$ cat src/rtl/intr_reset_pkg.sv
package intr_reset_pkg;

  // Word addresses of the register port
  localparam int unsigned ADDR_STATUS = 0;
  localparam int unsigned ADDR_ENABLE = 1;
  localparam int unsigned ADDR_GLOBAL = 2;
  localparam int unsigned ADDR_RESET  = 3;

  // Value that must be written to the reset word to start a pulse
  localparam logic [31:0] RESET_KEY = 32'h0000_000A;

  typedef enum logic [1:0] {
    SEL_NONE,
    SEL_STATUS,
    SEL_ENABLE,
    SEL_GLOBAL
  } regSel_t;

  // Strobes from control to datapath
  typedef struct packed {
    logic wrStatus;
    logic wrEnable;
    logic wrGlobal;
    logic clearAll;
  } ctrlStrobes_t;

endpackage

$ cat src/rtl/intr_reset_ctrl.sv
module intr_reset_ctrl
  import intr_reset_pkg::*;
#(
  parameter int ADDR_W     = 2,
  parameter int DATA_W     = 32,
  parameter int RST_CYCLES = 4
) (
  input  logic              clk,
  input  logic              rstN,
  input  logic              busWrEn,
  input  logic [ADDR_W-1:0] busAddr,
  input  logic [DATA_W-1:0] busWrData,
  output ctrlStrobes_t      strobes,
  output regSel_t           rdSel,
  output logic              swResetOut
);

  localparam int CNT_W = $clog2(RST_CYCLES + 1);

  logic [CNT_W-1:0] rstCnt;
  logic pulseActive;
  logic hitStatus, hitEnable, hitGlobal, hitReset;
  logic keyMatch;

  assign hitStatus = (busAddr == ADDR_W'(ADDR_STATUS));
  assign hitEnable = (busAddr == ADDR_W'(ADDR_ENABLE));
  assign hitGlobal = (busAddr == ADDR_W'(ADDR_GLOBAL));
  assign hitReset  = (busAddr == ADDR_W'(ADDR_RESET));
  assign keyMatch  = (busWrData == DATA_W'(RESET_KEY));

  assign pulseActive = (rstCnt != '0);

  // Reset pulse sequencer: a key write loads the counter, which runs down to zero
  always_ff @(posedge clk or negedge rstN) begin
    if (!rstN) begin
      rstCnt <= '0;
    end else if (pulseActive) begin
      rstCnt <= rstCnt - CNT_W'(1);
    end else if (busWrEn && hitReset && keyMatch) begin
      rstCnt <= CNT_W'(RST_CYCLES);
    end
  end

  // Write strobes are suppressed for the whole pulse
  always_comb begin
    strobes.wrStatus = busWrEn && hitStatus && !pulseActive;
    strobes.wrEnable = busWrEn && hitEnable && !pulseActive;
    strobes.wrGlobal = busWrEn && hitGlobal && !pulseActive;
    strobes.clearAll = pulseActive;
  end

  always_comb begin
    if (hitStatus)      rdSel = SEL_STATUS;
    else if (hitEnable) rdSel = SEL_ENABLE;
    else if (hitGlobal) rdSel = SEL_GLOBAL;
    else                rdSel = SEL_NONE;
  end

  assign swResetOut = pulseActive;

endmodule

$ cat src/rtl/intr_reset_datapath.sv
module intr_reset_datapath
  import intr_reset_pkg::*;
#(
  parameter int NUM_SRC = 6,
  parameter int DATA_W  = 32
) (
  input  logic               clk,
  input  logic               rstN,
  input  ctrlStrobes_t       strobes,
  input  regSel_t            rdSel,
  input  logic [NUM_SRC-1:0] wrMask,
  input  logic               wrGlobalBit,
  input  logic [NUM_SRC-1:0] srcEvent,
  output logic [NUM_SRC-1:0] statusVec,
  output logic [NUM_SRC-1:0] enableVec,
  output logic               globalEn,
  output logic               irqOut,
  output logic [DATA_W-1:0]  rdData
);

  localparam int GLOBAL_BIT = DATA_W - 1;

  logic [NUM_SRC-1:0] evtPrevQ;
  logic [NUM_SRC-1:0] enableQ;
  logic               globalQ;
  logic               irqQ;

  // Previous event level for edge detection
  always_ff @(posedge clk or negedge rstN) begin
    if (!rstN) evtPrevQ <= '0;
    else       evtPrevQ <= srcEvent;
  end

  // One sticky status bit per source; clearAll beats the event, the event beats an acknowledge
  for (genvar i = 0; i < NUM_SRC; i++) begin : g_src
    logic bitQ;
    logic rise;
    assign rise = srcEvent[i] & ~evtPrevQ[i];
    always_ff @(posedge clk or negedge rstN) begin
      if (!rstN)                               bitQ <= 1'b0;
      else if (strobes.clearAll)               bitQ <= 1'b0;
      else if (rise)                           bitQ <= 1'b1;
      else if (strobes.wrStatus && wrMask[i])  bitQ <= 1'b0;
    end
    assign statusVec[i] = bitQ;
  end

  always_ff @(posedge clk or negedge rstN) begin
    if (!rstN) begin
      enableQ <= '0;
      globalQ <= 1'b0;
    end else if (strobes.clearAll) begin
      enableQ <= '0;
      globalQ <= 1'b0;
    end else begin
      if (strobes.wrEnable) enableQ <= wrMask;
      if (strobes.wrGlobal) globalQ <= wrGlobalBit;
    end
  end

  // Registered interrupt request
  always_ff @(posedge clk or negedge rstN) begin
    if (!rstN) irqQ <= 1'b0;
    else       irqQ <= !strobes.clearAll && globalQ && (|(statusVec & enableQ));
  end

  always_comb begin
    rdData = '0;
    case (rdSel)
      SEL_STATUS: rdData[NUM_SRC-1:0] = statusVec;
      SEL_ENABLE: rdData[NUM_SRC-1:0] = enableQ;
      SEL_GLOBAL: rdData[GLOBAL_BIT]  = globalQ;
      default:    rdData = '0;
    endcase
  end

  assign enableVec = enableQ;
  assign globalEn  = globalQ;
  assign irqOut    = irqQ;

endmodule

$ cat src/rtl/intr_reset_unit.sv
module intr_reset_unit
  import intr_reset_pkg::*;
#(
  parameter int NUM_SRC    = 6,
  parameter int ADDR_W     = 2,
  parameter int DATA_W     = 32,
  parameter int RST_CYCLES = 4
) (
  input  logic               clk,
  input  logic               rstN,
  input  logic               busWrEn,
  input  logic [ADDR_W-1:0]  busAddr,
  input  logic [DATA_W-1:0]  busWrData,
  output logic [DATA_W-1:0]  busRdData,
  input  logic [NUM_SRC-1:0] srcEvent,
  output logic               irqOut,
  output logic               swResetOut
);

  ctrlStrobes_t       strobes;
  regSel_t            rdSel;
  logic [NUM_SRC-1:0] statusVec;
  logic [NUM_SRC-1:0] enableVec;
  logic               globalEn;

  intr_reset_ctrl #(
    .ADDR_W    (ADDR_W),
    .DATA_W    (DATA_W),
    .RST_CYCLES(RST_CYCLES)
  ) u_ctrl (
    .clk       (clk),
    .rstN      (rstN),
    .busWrEn   (busWrEn),
    .busAddr   (busAddr),
    .busWrData (busWrData),
    .strobes   (strobes),
    .rdSel     (rdSel),
    .swResetOut(swResetOut)
  );

  intr_reset_datapath #(
    .NUM_SRC(NUM_SRC),
    .DATA_W (DATA_W)
  ) u_dp (
    .clk        (clk),
    .rstN       (rstN),
    .strobes    (strobes),
    .rdSel      (rdSel),
    .wrMask     (busWrData[NUM_SRC-1:0]),
    .wrGlobalBit(busWrData[DATA_W-1]),
    .srcEvent   (srcEvent),
    .statusVec  (statusVec),
    .enableVec  (enableVec),
    .globalEn   (globalEn),
    .irqOut     (irqOut),
    .rdData     (busRdData)
  );

endmodule

$ cat config.mk
export PLATFORM = sky130hd
export DESIGN_NAME = intr_reset_unit
export DESIGN_NICKNAME = d
export VERILOG_FILES = /design/src/rtl/intr_reset_pkg.sv /design/src/rtl/intr_reset_ctrl.sv /design/src/rtl/intr_reset_datapath.sv /design/src/rtl/intr_reset_unit.sv
export SDC_FILE = /design/constraint.sdc
export NUM_CORES = 1
export LEC_CHECK = 0
export BUFFER_PORTS_ARGS = -buffer_cell sky130_fd_sc_hd__buf_2
export CORE_UTILIZATION = 43
export DETAILED_ROUTE_END_ITERATION = 8
export HOLD_SLACK_MARGIN = 0.02
export PLACE_DENSITY = 0.91
export SETUP_SLACK_MARGIN = 0.1
export SLEW_MARGIN = 20
export SYNTH_ARGS = -nofsm -noshare
export SYNTH_HDL_FRONTEND = slang
export SYNTH_SLANG_ARGS = --single-unit
$ cat constraint.sdc
create_clock -name clk -period 1.8 [get_ports clk]
set_clock_uncertainty 0.05 [all_clocks]
set_input_delay 0.36 -clock clk [delete_from_list [all_inputs] [get_ports clk]]
set_output_delay 0.36 -clock clk [all_outputs]
set_load 0.02 [all_outputs]
==> After elaboration in Yosys (flattened, before gate mapping) <==
Index checks and enable logic that the tools add are counted.
{ "word_totals": {"ff_bits": 23, "inputBits": 43, "out_inout_bits": 34, "wordCells": 90} }
{ "op_classes": {"addsub": 1, "eq_ne": 7, "mux": 29, "bitwise": 13, "reduce_logical": 29} }
{ "op_table": {"columns": ["cell", "count"], "rows": [
  ["$eq 32x4->1 const B", 1],
  ["$mux 1", 21],
  ["$reduce_bool 3->1", 7],
  ["$logic_and 1x1->1", 16],
  ["$mux 6", 2],
  ["$pmux 6 s2", 1],
  ["$eq 2x2->1 const B", 4],
  ["$and 1x1->1", 6],
  ["$and 6x6->6", 1],
  ["$mux 2", 3],
  ["$mux 3", 2],
  ["$not 1->1", 6],
  ["$reduce_bool 2->1", 3],
  ["$reduce_or 6->1", 1],
  ["$eq 2x1->1 const B", 2],
  ["$sub 3x1->3 const B", 1],
  ["$logic_not 2->1", 1],
  ["$logic_not 1->1", 1]
]} }

==> Longest topological paths before layout <==
Gate-level depths: netlist of run 1.
{ "depth": {"ltp_word": 7, "ltp_mapped": 4, "mapped_depth_nobuf": 3} }

==> Cells and area by module <==
A second synthesis of run 1 with hierarchy kept.
{ "hier_totals": {"cells_unflattened": 145, "area_unflattened_um2": 1437.6} }
{ "modules_own_cells": {"columns": ["module", "instances", "cells_per_inst", "area_per_inst_um2", "seq_area_each_um2"], "rows": [
  ["intr_reset_datapath", 1, 109, 1127.3, 500.5],
  ["intr_reset_ctrl", 1, 36, 310.3, 75.1]
]} }

==> Least setup slack after synthesis of run 1 <==
OpenSTA, ideal clock, no wires.
{ "synth_timing": {"path_type": "input -> output", "start": "in busAddr[0]", "end": "out busRdData[0]", "arrival_time_ps": 951, "t_required_ps": 1390, "path_slack_ps": 439, "stages": 3, "n_path_buf": 1, "path_cell_list": "buf_2 -> mux2i_1 -> nor2_1"} }
{ "synth_between": {"elab_chain_cells": 6, "word_cells_on_any_way": 9, "cone_classes": "4 x eq/ne; 4 x mux; 1 x reduce/logical"} }
{ "synth_rtl": {"columns": ["element", "line", "source"], "rows": [
  ["start, declared", "intr_reset_unit.sv:12", "input logic [ADDR_W-1:0] busAddr,"],
  ["$eq 2x2->1", "intr_reset_ctrl.sv:27", "assign hitGlobal = (busAddr == ADDR_W'(ADDR_GLOBAL));"],
  ["$mux 2", "intr_reset_ctrl.sv:55", "else if (hitGlobal) rdSel = SEL_GLOBAL;"],
  ["$mux 2", "intr_reset_ctrl.sv:54", "else if (hitEnable) rdSel = SEL_ENABLE;"],
  ["$mux 2 *", "intr_reset_ctrl.sv:53", "if (hitStatus) rdSel = SEL_STATUS;"],
  ["$eq 2x2->1 or $eq 2x1->1 (tied branches)", "intr_reset_datapath.sv:69", "case (rdSel)"],
  ["$pmux 6 s2 *", "intr_reset_datapath.sv:69", null],
  ["end, declared", "intr_reset_unit.sv:14", "output logic [DATA_W-1:0] busRdData,"]
]} }
Mark *: on every way between the ends. The rest lies on a longest branch, timed or not.

==> Final worst setup path of run 1 <==
{ "layout_timing": {"start": "reg u_ctrl.rstCnt[2]", "end": "out swResetOut"} }
{ "layout_between": {"elab_chain_cells": 1} }
{ "layout_rtl": {"columns": ["element", "line", "source"], "rows": [
  ["start, declared", "intr_reset_ctrl.sv:20", "logic [CNT_W-1:0] rstCnt;"],
  ["start signal, assigned", "intr_reset_ctrl.sv:38", "rstCnt <= rstCnt - CNT_W'(1);"],
  ["start signal, assigned", "intr_reset_ctrl.sv:40", "rstCnt <= CNT_W'(RST_CYCLES);"],
  ["$reduce_bool 3->1", "intr_reset_ctrl.sv:31", "assign pulseActive = (rstCnt != '0);"],
  ["end, declared", "intr_reset_unit.sv:17", "output logic swResetOut"]
]} }
No other way between the ends.

==> summary.md, run 1 <==
| Metric | Value |
|---|---|
| Cell with the biggest individual delay on the critical path | dfrtp_1 |
| Worst Path Required | 1.39 ns |
| Critical path's top delay family | flip-flops |
| Share of synthesized registers carrying an async set or reset | between 90% and 100% |
| Setup TNS Final | 0 ns |
| Worst hold slack across all endpoints | 0.1018 ns |
| Uppermost layer routed | met4 |
| CP Buf/Inv Count | 2 |
| Startpoint kind of the worst setup timing path | flop |
| Share of the synthesized area in the top cell type | 42.87% |
| Global placement routability congestion | ~0.8 |
| Net count, final | roughly 230 |
| Switching Share | between 30% and 40% |
| Worst Setup Slack post-DPL | 0.2887 ns |
| Register cell area after layout | roughly 580 um2 |
| Number of distinct standard cells referenced by the synthesized netlist | 28 |
| TritonCTS clock tree | built |
| Cell at the root of the clock tree | clkbuf_4 |
| Number of storage elements in the synthesis netlist | 23 |
| Maximum vdd ir drop | ~0.47 mV |
| Aggregate global-route resource usage | 17.32% |
| Sequential fraction of design power | ~54% |
| Pin count of the biggest net entering global routing | 24 |
| Cell count after synthesis | about 130 |
| Critical Path End Type | output pin |
| Count of maximum capacitance violations | 0 |
| Grt ovf | 0 |
| Flop-to-flop setup slack | 0.44 ns |
| Starting density of the core | approximately 47% |
| Num ports | 77 |
| Post-synth EDFFs | 0 |
| Reg-to-Reg Start | u_ctrl.rstCnt[2] |
| Met1 WL | 1.168 mm |
| Critical Path Source | u_ctrl.rstCnt[2] |
| Mean post-synth cell area | just over 10 um2 |
| Post-route worst setup slack | 0.1625 ns |
| Overall routed net length | 2.766 mm |
| Synth warnings | 0 |
| Highest Clock Rate | slightly above 600 MHz |
| Critical path's largest stage delay | ~0.45 ns |
| Count of inserted antenna diode cells | 0 |
| Synth area leaders | dfrtp_1 (43%), buf_4 (15%), mux2i_1 (9.7%) |
| Status | finished with violations |
| Post-route DRC violation count | 4 |
| First-pass GRT wire length | roughly 4.4 mm |
| Final number of setup-violating endpoints | 0 |
| Amount of wire on met3 after detailed routing | 164 um |
| R2R cell count | 4 |
| Longest Clk Path Bufs | 2 |
| Clock tree sinks | 23 |
| Critical path arrival | about 1.2 ns |
| Iteration-0 DRC Markers | 28 |
| Vias in the first global route | just over 1,000 |
| Detailed-routed wire length on met2 | roughly 1.4 mm |
| Leakage | 0.8959 nW |
| Area growth from synthesis to final layout | 18.55% |
| Leading cell types by count after synthesis | buf_4 (26), dfrtp_1 (23), nor2_1 (17) |
| Series of cell instances along the critical path | nor3_4 > inv_2 > buf_6 |
| Floorplan row count | 19 |
| Final routed wire length divided by cell count | roughly 13 um |
| Total iterations of the first detailed-routing run | 8 |
| Post-place instance area | around 1500 um2 |
| Number of nets with antenna violations after detailed routing | 0 |
| P_int | about 770 uW |
| Height of the die | between 50 and 60 um |
| Sequential element share of the synthesized area | between 40% and 50% |
| Clock latency reported for the late side of the worst-skew pair | 0.31 ns |
| Most area-hungry cell type in the Yosys netlist | dfrtp_1 |
| Prevailing post-synth register cell | dfrtp_1 |
| Type of the setup path with the least slack | flop to output pin |
| Clock Pin Slew Worst Setup and Hold Paths | ~0.12 ns |
| Filler instances | about 270 |
| Final HPWL DP | 2.143 mm |
| Setup repair after global routing missed its margin | false |
| Crit. path cell count | 3 |
| Final core area utilization | roughly 56% |
| Count of input and output buffers | 51 |
| Initial antenna violation count | 0 |
| Area occupied by multi-input gates | roughly 620 um2 |
| Reg-to-Reg End | u_dp.g_src[4].bitQ |
| Cell count of the worst hold path | 1 |
| Tightest Hold Check Type | primary input to flop |
| Area of all placed cells without fillers | around 1600 um2 |
| Die outline area | approximately 3300 um2 |
| H-Tree Depth | 1 |
| Tmin final | around 1.6 ns |
| Synthesized cell area | around 1300 um2 |
| Clock network fraction of total power | 20.7% |
| Horizontal extent of the die | between 50 and 60 um |
| Part of the total power dissipated in combinational logic | about a quarter |
| Core area | between 2000 and 3000 um2 |
| Period Utilization, post-route | just over 90% |
| Maximum fanout along the worst path | 6 |
| Via-per-instance ratio | slightly below 5 |
| PwrDens | ~710 nW/um2 |
| Num CTS Buffers | 3 |
| Total via count in the routed design | about 1,100 |
| Share of cells above drive strength 1 | a little over a third |
| Setup crit end | swResetOut |
| Net switching power figure | approximately 370 uW |
| Violations in the final reports | DRC |
| Total count of hold-check failures in the final report | 0 |
| Most frequent cell after synthesis | buf_4 |
| Final Max Tran Viols | 0 |
## layout by cell type, fill, tap and decap left out
cell | Yosys | final
buf_2 | 1 | 50
conb_1 | 1 | 25
dfrtp_1 | 23 | 21
nor2_1 | 17 | 17
mux2i_1 | 13 | 13
a31oi_1 | 7 | 7
nor2b_1 | 6 | 6
inv_1 | 6 | 6
o21a_1 | 6 | 6
nand2_1 | 4 | 4
buf_4 | 26 | 4
a22oi_1 | 3 | 3
nor4_1 | 3 | 3
clkbuf_4 | 0 | 3
nor4b_1 | 2 | 2
nand4_1 | 2 | 2
dfrtp_2 | 0 | 2
nor3_4 | 1 | 1
inv_2 | 1 | 1
and3b_1 | 1 | 1
nor3b_2 | 1 | 1
nand3b_2 | 1 | 1
nor4b_2 | 1 | 1
nor4_2 | 1 | 1
nor3_1 | 1 | 1
nand4_2 | 1 | 1
o21ai_0 | 1 | 1
o31ai_2 | 1 | 1
nand3b_1 | 1 | 1
clkinv_2 | 0 | 1
dlygate4sd3_1 | 0 | 1
buf_6 | 1 | 1
## area by class of cell
| type | count | area share (%) |
|---|---|---|
| Tap cell | 31 | 2.437 |
| Sequential cell | 23 | 36.32 |
| Clock buffer | 3 | 1.415 |
| Inverter | 7 | 1.651 |
| Clock inverter | 1 | 0.3145 |
| Multi-Input combinational cell | 99 | 38.92 |
| Timing Repair Buffer | 56 | 18.95 |
## logic make-up (layout without fill, tap and decap cells)
group	Yosys count	after routing	synth area share [%]
muxes	13	13	9.692
and+or+nand+nor	43	43	19.85
AOI/OAI and AO/OA	18	18	9.598
buffers and inverters	35	67	17.71
DFF	23	23	42.87
other	1	25	0.2793
## per-stage QoR
stage               power (mW)  std cells
global route             1.195        220
CTS                      1.142        217
detailed placement      0.9065        212
global placement        0.8955        212
finish                   1.134        220
floorplan               0.8369        157
## worst min path at each step
| stage | slack, ns | to | start |
|---|---|---|---|
| final | 0.10 | u_dp.evtPrevQ[4] | srcEvent[4] |
| after global routing | 0.1 | u_dp.evtPrevQ[5] | srcEvent[5] |
| after CTS | 0.1 | u_dp.evtPrevQ[4] | srcEvent[4] |
| after detailed placement | 0.30 | u_dp.evtPrevQ[0] | rstN |
| after global placement | 0.30 | u_dp.evtPrevQ[0] | rstN |
| after floorplan | 0.01 | u_ctrl.rstCnt[0] | rstN |
## per-layer routing
metal	global-route usage, %	vias to the layer above
met5	0	-
met4	8.163	0
met3	2.009	5
met2	29.89	52
met1	21.65	485
li1	-	522
## power groups by stage
| stage | combinational [mW] | clock (mW) | sequential, mW |
|---|---|---|---|
| final | 0.290 | 0.235 | 0.610 |
| after global routing | 0.320 | 0.258 | 0.617 |
| after CTS | 0.291 | 0.243 | 0.608 |
| after detailed placement | 0.288 | 0 | 0.619 |
| after global placement | 0.281 | 0 | 0.615 |
| after floorplan | 0.222 | 0 | 0.615 |
## state kept, by name, indices dropped and copies added (netlist names)
name	count
u_dp.evtPrevQ	6
u_dp.g_src.bitQ	6
u_dp.globalEn	1
u_ctrl.rstCnt	3
u_dp.enableVec	6
u_dp.irqOut	1
## what timing repair did
action                                 in CTS  in global routing
resized for setup                           0                  4
setup endpoints to repair                   0                  1
hold buffers                                1                  0
setup buffers                               0                  3
endpoints found under the hold margin      23                  0
## worst register-to-register path, delay by kind of cell (launching register included)
kind / cells / cell delay, ns
DFF: 1 / 0.45
AOI/OAI and AO/OA: 2 / 0.31
buffers and inverters: 1 / 0.24
and+or+nand+nor: 1 / 0.22
Power figures use the tool's default switching activity.
==> run 2: changes to the inputs <==
--- a/config.mk
+++ b/config.mk
@@ -9,6 +9,7 @@
 export CORE_UTILIZATION = 43
 export DETAILED_ROUTE_END_ITERATION = 8
 export HOLD_SLACK_MARGIN = 0.02
+export MAX_ROUTING_LAYER = met4
 export PLACE_DENSITY = 0.91
 export SETUP_SLACK_MARGIN = 0.1
 export SLEW_MARGIN = 20
==> run 2 against run 1 <==
Effect of this change:
- the flow still finishes with violations (DRC)
- sequential share of layout area unchanged
- sequential power about the same
- highest routed layer unchanged
- register-to-register slack is essentially flat
- worst hold slack is the same
- via count is the same
- flip-flop and latch count is the same
- die area unchanged
- final area is the same
- fmax unchanged
- core utilization did not move
==> summary.md, run 2 (synthesized netlist as in run 1, its figures left out) <==
| Metric | Value |
|---|---|
| Core area | 2853 um2 (unchanged) |
| Num ports | 77 (unchanged) |
| Period Utilization, post-route | 90.97% (unchanged) |
| Leakage | 0.8959 nW (unchanged) |
| Net count, final | 233 (unchanged) |
| Type of the setup path with the least slack | flop to output pin |
| Count of input and output buffers | 51 (unchanged) |
| TritonCTS clock tree | built |
| Count of inserted antenna diode cells | 0 (unchanged) |
| Tmin final | 1.637 ns (unchanged) |
| Maximum vdd ir drop | 0.4663 mV (+0.13%) |
| Longest Clk Path Bufs | 2 (unchanged) |
| Post-placement cell count | 212 (unchanged) |
| Worst Setup Slack post-DPL | 0.2887 ns (unchanged) |
| Post-route worst setup slack | 0.1625 ns (unchanged) |
| Final routed wire length divided by cell count | 12.57 um (unchanged) |
| Initial antenna violation count | 0 (unchanged) |
| Cell at the root of the clock tree | clkbuf_4 |
| Vias in the first global route | 1,034 (unchanged) |
| Total via count in the routed design | 1,064 (unchanged) |
| Num CTS Buffers | 3 (unchanged) |
| Worst Path Required | 1.39 ns (about the same) |
| Height of the die | 57.88 um (unchanged) |
| Grt ovf | 0 (unchanged) |
| Iteration-0 DRC Markers | 28 (unchanged) |
| Setup repair after global routing missed its margin | false |
| Share of cells above drive strength 1 | 36.51% (unchanged) |
| Worst hold slack across all endpoints | 0.1018 ns (unchanged) |
| Horizontal extent of the die | 57.88 um (unchanged) |
| Area of all placed cells without fillers | 1592 um2 (unchanged) |
| Pin count of the biggest net entering global routing | 24 (unchanged) |
| H-Tree Depth | 1 (unchanged) |
| Clock Pin Slew Worst Setup and Hold Paths | 0.12 ns (about the same) |
| R2R cell count | 4 (unchanged) |
| Cell count of the worst hold path | 1 (unchanged) |
| Clock tree sinks | 23 (unchanged) |
| Starting density of the core | 47.06% (unchanged) |
| Overall routed net length | 2.766 mm (unchanged) |
| Global placement routability congestion | 0.8205 (+1.5%) |
| Part of the total power dissipated in combinational logic | 25.6% (about the same) |
| Count of maximum capacitance violations | 0 (unchanged) |
| Sequential fraction of design power | 53.7% (about the same) |
| Clock latency reported for the late side of the worst-skew pair | 0.31 ns (about the same) |
| Die outline area | 3350 um2 (unchanged) |
| Post-layout total power | 1.134 mW (about the same) |
| Final number of setup-violating endpoints | 0 (unchanged) |
| Post-route DRC violation count | 4 (unchanged) |
| Critical Path End Type | output pin |
| Total iterations of the first detailed-routing run | 8 (unchanged) |
| Startpoint kind of the worst setup timing path | flop |
| Final HPWL DP | 2.143 mm (unchanged) |
| Most common cell after layout, fill and taps aside | buf_2 |
| First-pass GRT wire length | 4.436 mm (unchanged) |
| Violations in the final reports | DRC |
| Maximum fanout along the worst path | 6 (unchanged) |
| Aggregate global-route resource usage | 17.86% (+0.53 points) |
| Highest-count cells in the layout ignoring fill and taps | buf_2 (50), conb_1 (25), dfrtp_1 (21), nor2_1 (17), mux2i_1 (13) |
| PwrDens | 712.7 nW/um2 (about the same) |
| Critical path arrival | 1.23 ns (about the same) |
| Total count of hold-check failures in the final report | 0 (unchanged) |
| Tightest Hold Check Type | primary input to flop |
| Net switching power figure | 365.6 uW (about the same) |
| Highest Clock Rate | 610.7 MHz (unchanged) |
| Area growth from synthesis to final layout | 18.55% (unchanged) |
| Setup TNS Final | 0 ns (unchanged) |
| P_int | 768.6 uW (about the same) |
| Clock network fraction of total power | 20.7% (about the same) |
| Switching Share | 32.24% (about the same) |
| Final core area utilization | 55.79% (unchanged) |
| Post-place instance area | 1523 um2 (unchanged) |
| Status | finished with violations |
| Number of nets with antenna violations after detailed routing | 0 (unchanged) |
| Via-per-instance ratio | 4.836 (unchanged) |
| Floorplan row count | 19 (unchanged) |
| Final instance count without filler cells | 220 (unchanged) |
| Final Max Tran Viols | 0 (unchanged) |
## run 2: cell counts in the layout (fill, tap and decap cells not counted)
Identical to the previous run, type by type.
## run 2: cell type report
class	instances	area, um2
clock buffer	3	22.52
clock inverter	1	5.005
fill	268	1261
inverter	7	26.28
multi-input combinational	99	619.3
sequential	23	578.1
tap	31	38.79
timing repair buffer	56	301.5
## run 2: critical path, cell delays in order (launching register included)
cell	delay, ns
dfrtp_1	0.45
nor3_4	0.22
inv_2	0.10
buf_6	0.14
## run 2: layer usage
| metal | up-vias | wire, um | track usage (%) | share of wire [%] |
|---|---|---|---|---|
| li1 | 522 | - | - | - |
| met1 | 485 | 1180 | 21.93 | 43 |
| met2 | 52 | 1394 | 29.89 | 50 |
| met3 | 5 | 152 | 1.563 | 5.5 |
| met4 | 0 | 38 | 8.163 | 1.4 |
| met5 | - | 0 | - | 0 |
## run 2: path summary, 6_finish.rpt
kind / startpoint / end / slack (ns)
setup / recovery: u_ctrl.rstCnt[2] / swResetOut / 0.16
max in group asynchronous: rstN / u_ctrl.rstCnt[1] / 0.87
hold reg to reg: u_ctrl.rstCnt[0] / u_ctrl.rstCnt[0] / 0.46
min in group asynchronous: rstN / u_dp.evtPrevQ[5] / 0.48
setup reg to reg: u_ctrl.rstCnt[2] / u_dp.g_src[4].bitQ / 0.44
hold / removal: srcEvent[4] / u_dp.evtPrevQ[4] / 0.10
## run 2: what timing repair did
item	4_1_cts	5_1_grt
hold buffers	1	0
resized for setup	0	4
setup endpoints to repair	0	1
setup buffers	0	3
hold endpoints to repair	23	0
## run 2: power groups by stage
stage                     Sequential (mW)  Combinational (mW)  Clock (mW)
after floorplan                     0.615               0.222           0
after global placement              0.615               0.281           0
after detailed placement            0.619               0.288           0
after CTS                           0.608               0.291       0.243
after global routing                0.617               0.320       0.258
final                               0.610               0.290       0.235
==> run 3: changes to the inputs <==
--- a/config.mk
+++ b/config.mk
@@ -11,6 +11,7 @@
 export HOLD_SLACK_MARGIN = 0.02
 export MAX_ROUTING_LAYER = met4
 export PLACE_DENSITY = 0.91
+export RECOVER_POWER = 100
 export SETUP_SLACK_MARGIN = 0.1
 export SLEW_MARGIN = 20
 export SYNTH_ARGS = -nofsm -noshare
==> run 3 against run 2 <==
Effect of this change:
- the flow still finishes with violations (DRC)
- routed wire length down 0.40%
- power down 0.81%
- clock power about the same
- count of clock-buffer cells in the layout unchanged
- global-route usage unchanged
- sequential share of layout area up 0.53 points
- via count up 1.1%
- worst setup slack worse by 0.0038 ns
- flip-flop and latch count unchanged
- register-to-register slack worse by 0.13 ns
- first-iteration DRC count up 61%
- final area down 1.7%
==> summary.md, run 3 (synthesized netlist as in run 1, its figures left out) <==
| Metric | Value |
|---|---|
| Total via count in the routed design | 1,076 (+1.1%) |
| Initial antenna violation count | 0 (unchanged) |
| Critical Path End Type | output pin |
| CP Buf/Inv Count | 2 (unchanged) |
| Critical path's top delay family | flip-flops |
| Starting density of the core | 47.06% (unchanged) |
| Cell at the root of the clock tree | clkbuf_4 |
| Net count, final | 233 (unchanged) |
| Maximum vdd ir drop | 0.4593 mV (-1.5%) |
| Num ports | 77 (unchanged) |
| Count of maximum capacitance violations | 0 (unchanged) |
| Worst slew margin | 62.84% |
| Startpoint kind of the worst setup timing path | flop |
| Transition at the pin with the smallest max-transition slack | roughly 0.56 ns |
| Tightest Hold Check Type | primary input to flop |
| Post-route DRC violation count | 4 (unchanged) |
| Critical Path Source | u_ctrl.rstCnt[2] |
| Final routed wire length divided by cell count | 12.52 um (-0.40%) |
| Overall routed net length | 2.755 mm (-0.40%) |
| Reg-to-Reg Start | u_ctrl.rstCnt[2] |
| Violations in the final reports | DRC |
| Final number of setup-violating endpoints | 0 (unchanged) |
| Filler instances | 274 (+2.2%) |
| Clock Pin Slew Worst Setup and Hold Paths | 0.12 ns (about the same) |
| Final core area utilization | 54.87% (-0.92 points) |
| Pin count of the biggest net entering global routing | 24 (unchanged) |
| Worst Hold Launch | srcEvent[4] |
| H-Tree Depth | 1 (unchanged) |
| Critical path arrival | 1.23 ns (about the same) |
| Tmin final | 1.641 ns (+0.003847 ns) |
| Status | finished with violations |
| Horizontal extent of the die | 57.88 um (unchanged) |
| Register cell area after layout | 576.8 um2 (-0.22%) |
| Via-per-instance ratio | 4.891 (+1.1%) |
| Area growth from synthesis to final layout | 16.59% |
| Type of the setup path with the least slack | flop to output pin |
| Vias in the first global route | 1,034 (unchanged) |
| PwrDens | 718.8 nW/um2 (+0.85%) |
| Count of input and output buffers | 51 (unchanged) |
| Setup TNS Final | 0 ns (unchanged) |
| Crit. path cell count | 3 (unchanged) |
| Final HPWL DP | 2.143 mm (unchanged) |
| Total iterations of the first detailed-routing run | 8 (unchanged) |
| Clock latency reported for the late side of the worst-skew pair | 0.31 ns (about the same) |
| Longest Clk Path Bufs | 2 (unchanged) |
| Iteration-0 DRC Markers | 45 (+61%) |
| Highest Clock Rate | 609.3 MHz (-0.23%) |
| Cell with the biggest individual delay on the critical path | dfrtp_1 |
| Total count of hold-check failures in the final report | 0 (unchanged) |
| Die outline area | 3350 um2 (unchanged) |
| Area occupied by multi-input gates | 613.1 um2 (-1.0%) |
| First-pass GRT wire length | 4.436 mm (unchanged) |
| Worst Path Required | 1.39 ns (about the same) |
| Share of cells above drive strength 1 | 31.22% (-5.3 points) |
| Grt ovf | 0 (unchanged) |
| Floorplan row count | 19 (unchanged) |
| Setup repair after global routing missed its margin | false |
| Series of cell instances along the critical path | nor3_4 > inv_2 > clkbuf_2 |
| Highest-count cells in the layout ignoring fill and taps | buf_2 (41), conb_1 (25), dfrtp_1 (22), nor2_1 (17), mux2i_1 (13) |
| Post-placement cell count | 212 (unchanged) |
| Period Utilization, post-route | 91.18% (+0.21 points) |
| Height of the die | 57.88 um (unchanged) |
| R2R cell count | 4 (unchanged) |
| Num CTS Buffers | 3 (unchanged) |
| Post-place instance area | 1523 um2 (unchanged) |
| TritonCTS clock tree | built |
| Count of inserted antenna diode cells | 0 (unchanged) |
| Leakage | 0.8498 nW (-5.2%) |
| Aggregate global-route resource usage | 17.86% (unchanged) |
| Most common cell after layout, fill and taps aside | buf_2 |
| Number of nets with antenna violations after detailed routing | 0 (unchanged) |
| Global placement routability congestion | 0.8205 (unchanged) |
| Final Max Tran Viols | 0 (unchanged) |
| Cell count of the worst hold path | 1 (unchanged) |
| Core area | 2853 um2 (unchanged) |
| Clock tree sinks | 23 (unchanged) |
| Critical path's largest stage delay | 0.45 ns (about the same) |
| Final instance count without filler cells | 220 (unchanged) |
| Area of all placed cells without fillers | 1565 um2 (-1.7%) |
| Maximum fanout along the worst path | 6 (unchanged) |
## run 3: cell types whose count changed in the layout (fill, tap and decap cells not counted), sizes merged
cell	delta
clkbuf	+14
buf	-14
## run 3: path summary, 6_finish.rpt
kind                                    end  slack, ns
hold reg to reg            u_ctrl.rstCnt[0]       0.46
hold / removal             u_dp.evtPrevQ[4]       0.10
setup / recovery                 swResetOut       0.16
max in group asynchronous  u_ctrl.rstCnt[0]       0.80
setup reg to reg           u_ctrl.rstCnt[2]       0.31
min in group asynchronous     u_dp.globalEn       0.50
## run 3: timing repair
action                     4_1_cts  5_1_grt
setup buffers                    0        3
setup endpoints to repair        0        1
hold endpoints to repair        23        0
hold buffers                     1        0
resized for setup                0        4
## run 3: routing by layer
metal / global-route usage (%) / wire length [um] / up-vias
met5: - / 0 / -
met4: 8.163 / 38 / 0
met3: 1.563 / 159 / 5
met2: 29.89 / 1385 / 52
met1: 21.93 / 1172 / 497
li1: - / - / 522
## run 3: through the flow
step	worst slack [ns]	total power, mW	hold slack, ns
after floorplan	0.4395	0.8369	0.01441
after global placement	0.3357	0.8955	0.3001
after detailed placement	0.2887	0.9065	0.3019
after CTS	0.1036	1.142	0.09940
after global routing	0.08435	1.189	0.09769
final	0.1587	1.125	0.1027
## run 3: layout make-up
type	count	area share, %
multi-input combinational	99	39.17
sequential	23	36.85
timing repair buffer	56	18.07
tap	31	2.478
inverter	7	1.679
clock buffer	3	1.439
clock inverter	1	0.3197
## run 3: power breakdown
group / internal [mW] / total, mW / switching [mW]
registers: 0.571 / 0.610 / 0.0387
logic: 0.108 / 0.283 / 0.175
clock network: 0.0831 / 0.232 / 0.149
